<file path="src/rtl/pipe_stat_pkg.sv">
package pipe_stat_pkg;
  localparam int STW = 3;

  typedef enum logic [STW-1:0] {
    ST_BUB = 3'd0,
    ST_AOK = 3'd1,
    ST_HLT = 3'd2,
    ST_ADR = 3'd3,
    ST_INS = 3'd4
  } stat_e;

  function automatic logic is_fault(stat_e s);
    return (s == ST_HLT) || (s == ST_ADR) || (s == ST_INS);
  endfunction
endpackage

</file>
<file path="src/rtl/fetch_stat_sel.sv">
module fetch_stat_sel
  import pipe_stat_pkg::*;
#(
  parameter int OPW     = 4,
  parameter int HALT_OP = 0
) (
  input  logic           imem_err,
  input  logic           instr_valid,
  input  logic [OPW-1:0] f_opcode,
  output stat_e          f_stat
);
  localparam logic [OPW-1:0] HALT_CODE = OPW'(HALT_OP);

  always_comb begin
    if (imem_err)                    f_stat = ST_ADR;
    else if (!instr_valid)           f_stat = ST_INS;
    else if (f_opcode == HALT_CODE)  f_stat = ST_HLT;
    else                             f_stat = ST_AOK;
  end
endmodule

</file>
<file path="src/rtl/stat_stage.sv">
module stat_stage
  import pipe_stat_pkg::*;
(
  input  logic  clk,
  input  logic  rst_n,
  input  stat_e d,
  input  logic  bubble,
  input  logic  stall,
  output stat_e q
);
  always_ff @(posedge clk) begin
    if (!rst_n)      q <= ST_BUB;
    else if (stall)  q <= q;
    else if (bubble) q <= ST_BUB;
    else             q <= d;
  end
endmodule

</file>
<file path="src/rtl/exc_ctrl.sv">
module exc_ctrl
  import pipe_stat_pkg::*;
#(
  parameter int OPW    = 4,
  parameter int ALU_OP = 6
) (
  input  stat_e          m_stat,
  input  stat_e          w_stat,
  input  logic [OPW-1:0] e_opcode,
  output logic           cc_en,
  output logic           dmem_wr_en,
  output logic           m_bubble,
  output logic           w_stall,
  output logic           wb_wr_en,
  output stat_e          proc_stat
);
  localparam logic [OPW-1:0] ALU_CODE = OPW'(ALU_OP);

  logic m_fault, w_fault, quiet;

  always_comb begin
    m_fault    = is_fault(m_stat);
    w_fault    = is_fault(w_stat);
    quiet      = !m_fault && !w_fault;
    cc_en      = quiet && (e_opcode == ALU_CODE);
    dmem_wr_en = quiet;
    m_bubble   = m_fault || w_fault;
    w_stall    = w_fault;
    wb_wr_en   = (w_stat == ST_AOK);
    proc_stat  = (w_stat == ST_BUB) ? ST_AOK : w_stat;
  end
endmodule

</file>
<file path="src/rtl/pipe_stat_ctrl.sv">
module pipe_stat_ctrl
  import pipe_stat_pkg::*;
#(
  parameter int OPW        = 4,
  parameter int HALT_OP    = 0,
  parameter int ALU_OP     = 6,
  parameter int MID_STAGES = 2
) (
  input  logic           clk,
  input  logic           rst_n,
  input  logic           imem_err,
  input  logic           instr_valid,
  input  logic [OPW-1:0] f_opcode,
  input  logic           dmem_err,
  input  logic [OPW-1:0] e_opcode,
  output logic [2:0]     d_stat,
  output logic [2:0]     e_stat,
  output logic [2:0]     m_in_stat,
  output logic [2:0]     m_stat,
  output logic [2:0]     w_stat,
  output logic           cc_en,
  output logic           dmem_wr_en,
  output logic           m_bubble,
  output logic           w_stall,
  output logic           wb_wr_en,
  output logic [2:0]     proc_stat
);
  localparam int LAST = (MID_STAGES < 2) ? 2 : MID_STAGES;

  stat_e chain [0:LAST];
  stat_e m_q, m_chk, w_q, ps;

  fetch_stat_sel #(.OPW(OPW), .HALT_OP(HALT_OP)) u_fetch (
    .imem_err(imem_err), .instr_valid(instr_valid),
    .f_opcode(f_opcode), .f_stat(chain[0])
  );

  for (genvar i = 0; i < LAST; i++) begin : g_mid
    stat_stage u_stg (
      .clk(clk), .rst_n(rst_n), .d(chain[i]),
      .bubble(1'b0), .stall(1'b0), .q(chain[i+1])
    );
  end

  stat_stage u_mem (
    .clk(clk), .rst_n(rst_n), .d(chain[LAST]),
    .bubble(m_bubble), .stall(1'b0), .q(m_q)
  );

  assign m_chk = dmem_err ? ST_ADR : m_q;

  stat_stage u_wb (
    .clk(clk), .rst_n(rst_n), .d(m_chk),
    .bubble(1'b0), .stall(w_stall), .q(w_q)
  );

  exc_ctrl #(.OPW(OPW), .ALU_OP(ALU_OP)) u_ctrl (
    .m_stat(m_chk), .w_stat(w_q), .e_opcode(e_opcode),
    .cc_en(cc_en), .dmem_wr_en(dmem_wr_en), .m_bubble(m_bubble),
    .w_stall(w_stall), .wb_wr_en(wb_wr_en), .proc_stat(ps)
  );

  assign d_stat    = chain[1];
  assign e_stat    = chain[LAST];
  assign m_in_stat = m_q;
  assign m_stat    = m_chk;
  assign w_stat    = w_q;
  assign proc_stat = ps;
endmodule

</file>
<file path="config.mk">
export PLATFORM = sky130hd
export DESIGN_NAME = pipe_stat_ctrl
export DESIGN_NICKNAME = d
export VERILOG_FILES = /design/src/rtl/pipe_stat_pkg.sv /design/src/rtl/fetch_stat_sel.sv /design/src/rtl/stat_stage.sv /design/src/rtl/exc_ctrl.sv /design/src/rtl/pipe_stat_ctrl.sv
export SDC_FILE = /design/constraint.sdc
export NUM_CORES = 1
export LEC_CHECK = 0
export BUFFER_PORTS_ARGS = -buffer_cell sky130_fd_sc_hd__buf_2
export CORE_MARGIN = 10
export CORE_UTILIZATION = 35
export DETAILED_ROUTE_END_ITERATION = 10
export GPL_TIMING_DRIVEN = 0
export PLACE_DENSITY = 0.65
export SLEW_MARGIN = 10
export SYNTH_ARGS = -nofsm -noshare
export SYNTH_HDL_FRONTEND = slang
export SYNTH_SLANG_ARGS = --single-unit
</file>
<file path="constraint.sdc">
create_clock -name clk -period 2.4 [get_ports clk]
set_input_delay 0.24 -clock clk [delete_from_list [all_inputs] [get_ports clk]]
set_output_delay 0.24 -clock clk [all_outputs]
set_load 0.05 [all_outputs]
</file>
# Word-level counts from Yosys, hierarchy flattened
# Index checks and enable logic that the tools add are counted.
# word_totals
regBits	12
out_inout_bits	23
word_cells	32
# classes
eq_ne	8
mux	5
n_bitwise	1
reduce_logical	13
# op_table
op	count
$eq 3x2->1 const B	4
$mux 3	3
$eq 3x3->1 const B	2
$logic_or 1x1->1	5
$eq 4x3->1 const B	1
$logic_not 4->1	1
$mux 2	2
$reduce_or 2->1	2
$eq 3x1->1 const B	1
$logic_not 3->1	1
$logic_and 1x1->1	2
$logic_not 1->1	2
$not 1->1	1

# Depth between registers and ports, before layout
# depth
ltp_word	7
depth_mapped	4
depth_no_buf	3

# Hierarchy
# From an unflattened synthesis, not the netlist that was laid out.
# unflattened
cells_unflattened	66
area_unflattened_um2	604.3
# by_module_without_submodules
mod	instances	cells_each	area_per_inst_um2	seq_area_each_um2
stat_stage	4	11	113.9	60.1
exc_ctrl	1	13	91.3	0.0
fetch_stat_sel	1	5	35.0	0.0
pipe_stat_ctrl	1	4	22.5	0.0

# Worst setup path before layout
# OpenSTA, ideal clock, no wires.
# synth_path
kind	register to output
start	register u_wb.q[1]
end	output port cc_en
arrival_time_ns	2.532
setup_slack_ns	-0.372
path_stages_with_launch	5
n_path_buf	1
path_cell_list	dfxtp_1 buf_2 nor2_1 a21o_1 nor3_1
# synth_between
elab_chain_cells	6
# synth_lines
element	line_no	text
from (decl)	stat_stage.sv:9	output stat_e q
from (signal assigned)	stat_stage.sv:13	else if (stall) q <= q;
$eq 3x2->1	pipe_stat_pkg.sv:13	return (s == ST_HLT) || (s == ST_ADR) || (s == ST_INS);
$logic_or 1x1->1	pipe_stat_pkg.sv:13	
$logic_or 1x1->1 (*)	pipe_stat_pkg.sv:13	
named net w_stall	pipe_stat_ctrl.sv:24	output logic w_stall,
$logic_not 1->1 (*)	exc_ctrl.sv:24	quiet = !m_fault && !w_fault;
$logic_and 1x1->1 (*)	exc_ctrl.sv:24	
$logic_and 1x1->1 (*)	exc_ctrl.sv:25	cc_en = quiet && (e_opcode == ALU_CODE);
to (decl)	pipe_stat_ctrl.sv:21	output logic cc_en,
# The timed path passes the listed nets; every way through them passes the cells marked *.

# Final worst setup path
# layout_path
start	register u_wb.q[1]
end	output port m_bubble
# layout_between
elab_chain_cells	4
# layout_lines
element	line_no	text
$eq 3x2->1	pipe_stat_pkg.sv:13	
$logic_or 1x1->1	pipe_stat_pkg.sv:13	
$logic_or 1x1->1 (*)	pipe_stat_pkg.sv:13	
$logic_or 1x1->1 (*)	exc_ctrl.sv:27	m_bubble = m_fault || w_fault;
to (decl)	pipe_stat_ctrl.sv:23	output logic m_bubble,
# Mark *: on every way between the ends. The rest lies on a longest branch, timed or not.

==> summary.md <==
| Metric | Value |
|---|---|
| Async set-reset flop share out of synthesis | 0% |
| Max Clock Skew | 0.00543 ns |
| Placed Area | 773 µm² |
| Initial antenna violation count | 0 |
| Min setup slack post-route | 0.502 ns |
| HPWL Detailed | 1.22 mm |
| Worst slack at placement | 0.807 ns |
| Commonest non-fill, non-tap cells in the layout | 37 x buf_2, 12 x dfxtp_1, 6 x buf_4 |
| Core Util, Final | 53.1% |
| Status | finished clean |
| Avg Cell Area, Syn | 9.39 µm² |
| Pins over their slew limit | 0 |
| Hold Violations, Final | 0 |
| Worst-margin pin slew | 0.352 ns |
| RSZ-0062 raised after global routing | no |
| Core area | 1520 µm² |
| IO Port Bufs | 35 |
| Layout area overhead | 41.3% |
| Compound-Gate Fraction of Synth Area | 11.6% |
| Leakage | 0.419 nW |
| Worst min path class | input pin to register |
| Post-Synthesis Cells | 61 |
| Final wirelength | 1.46 mm |
| N_diodes | 0 |
| Number of synthesized flops with an enable pin | 0 |
| Worst-skew pair later-pin latency | 0.27 ns |
| Via count | 535 |
| Adder-cell share of the synthesized area | 0% |
| Root Buffer | clkbuf_4 |
| Largest family of logic cells by synthesized area | simple AND/OR/NAND/NOR gates |
| CTS max path bufs | 2 |
| Inserted Clock Buffers | 3 |
| Most common cell after layout, fill and taps aside | buf_2 |
| IO Pins | 36 |
| Synth Register Bits | 12 |
| Largest net degree at the start of global routing | 11 |
| Post_cts resized | 0 |
| Iteration-0 DRC Markers | 4 |
| Reg clk slew, reported paths | 0.08 ns |
| Netlist Area Pre-Place | 573 µm² |
| RD Place Congestion | 0.814 |
| Critical path class | register to primary output |
| Critical path data required time | 2.16 ns |
| Max VDD drop | 0.500 mV |
| GRT overflow | 0 |
| Die Width | 60.5 µm |
| Mux cell area share after synthesis | 0% |
| Worst Setup End Kind | primary output |
| Fin area | 810 µm² |
| Die height | 60.5 µm |
| Final setup violating endpoints | 0 |
| Row cnt | 14 |
| # hold bufs at CTS | 0 |
| Ratio of cells with drive above 1 in the final layout | 56.0% |
| Synth Area in XOR/XNOR | 1.53% |
| CTS sink count | 12 |
| Vias per inst | 4.61 |
| Sequential-to-total area share from yosys stat | 41.9% |
| Syn_nets | 74 |
| Power per cell area | 628 nW/µm² |
| Fin crit share | 79.1% |
| H-tree Lvls | 1 |
| Setup TNS | 0 ns |
| Detailed Routing Iterations Pass 1 | 4 |
| CP arrival | 1.66 ns |
| Post-synthesis simple-gate area fraction | 32.1% |
| WL/cell | 12.6 µm |
| Routed Antenna Nets | 0 |
| Overall Global Routing Usage | 7.65% |
| Synth unique cells | 28 |
| Vias in the first global route | 524 |
| Top FF cell, synth | dfxtp_1 |
| Initial Util | 37.6% |
| Tmin final | 1.90 ns |
| MaxCap Viol Count | 0 |
| DR DRC count | 0 |
| Global-route wire length before repair | 2.17 mm |
| Yosys warnings | 0 |
| CTS tree | built |
| Worst-path fanout max | 9 |
| Nets@finish | 114 |
| Critical Path Start Type | register |
| Post-CTS Setup Inserts | 0 |
| Highest Clock Rate | 527 MHz |
| Placed insts | 112 |
| Max_slew headroom | 76.3% |
| Final cell count without fillers | 116 |
| Die area | 3660 µm² |
## layer usage
| layer | vias to the layer above | wire length [µm] | global-route usage [%] |
|---|---|---|---|
| li1 | 274 | - | - |
| met2 | 26 | 660 | 13.1 |
| met3 | 2 | 204 | 5.01 |
| met4 | 0 | 9 | 1.88 |
| met5 | - | 0 | 0 |
| met1 | 233 | 580 | 7.57 |
## Yosys cell counts (2+ instances only)
library cell	n	share of area, %
nor2b_1	4	4.4
or2_2	2	2.2
o21ai_0	3	2.6
nor2_1	2	1.3
inv_1	3	2.0
clkbuf_1	2	1.3
and2_1	3	3.3
buf_2	2	1.7
dfxtp_1	12	42
a21oi_1	2	1.7
nor3_2	3	5.2
nor3b_1	2	2.6
buf_4	6	7.9
## final cells by class
class / count / area, µm²
Buffer: 10 / 62.6
Inverter: 3 / 11.3
Fill cell: 145 / 714
Sequential cell: 12 / 240
Multi-Input combinational cell: 36 / 264
Clock buffer: 4 / 36.3
Timing Repair Buffer: 35 / 175
Tap cell: 16 / 20.0
## per-stage QoR
step	total power, mW	hold WS, ns
final	0.509	0.163
after global routing	0.527	0.175
after CTS	0.516	0.159
after detailed placement	0.357	0.440
after global placement	0.355	0.432
after floorplan	0.321	0.315
## where the power goes
| group | switching [mW] | leakage, nW | internal, mW |
|---|---|---|---|
| clock | 0.0659 | 0.0210 | 0.0921 |
| sequential | 0.00512 | 0.0986 | 0.207 |
| combinational | 0.0963 | 0.299 | 0.0418 |
| total | 0.167 | 0.419 | 0.341 |
## kinds of logic (layout without fill, tap and decap cells)
kind of cell,Yosys count,in the layout
buffers and inverters,13,52
and+or+nand+nor,25,25
xor gates and xnor gates,1,1
DFF,12,12
AOI/OAI and AO/OA,10,10
## sequential cells by signal (all words and copies together) (netlist names)
register	count
g_mid.u_stg.q	6
u_wb.q	3
u_mem.q	3
## critical path, stage by stage, from the launching register on
cell	delay [ns]
dfxtp_1	0.32
buf_2	0.18
nor2b_1	0.21
a21o_1	0.28
or2_1	0.14
buf_2	0.25
## path summary, 6_finish.rpt
path	slack, ns	endpoint	from	cells past startpoint
hold / removal	0.16	g_mid[0].u_stg.q[2]$_SDFF_PP0_	instr_valid	2
setup / recovery	0.50	m_bubble	u_wb.q[1]$_SDFFE_PN0N_	5
hold reg to reg	0.44	u_mem.q[2]$_SDFF_PP0_	g_mid[1].u_stg.q[2]$_SDFF_PN0_	2
setup reg to reg	1.16	u_mem.q[0]$_SDFF_PP0_	u_mem.q[2]$_SDFF_PP0_	3
Power figures use the tool's default switching activity.
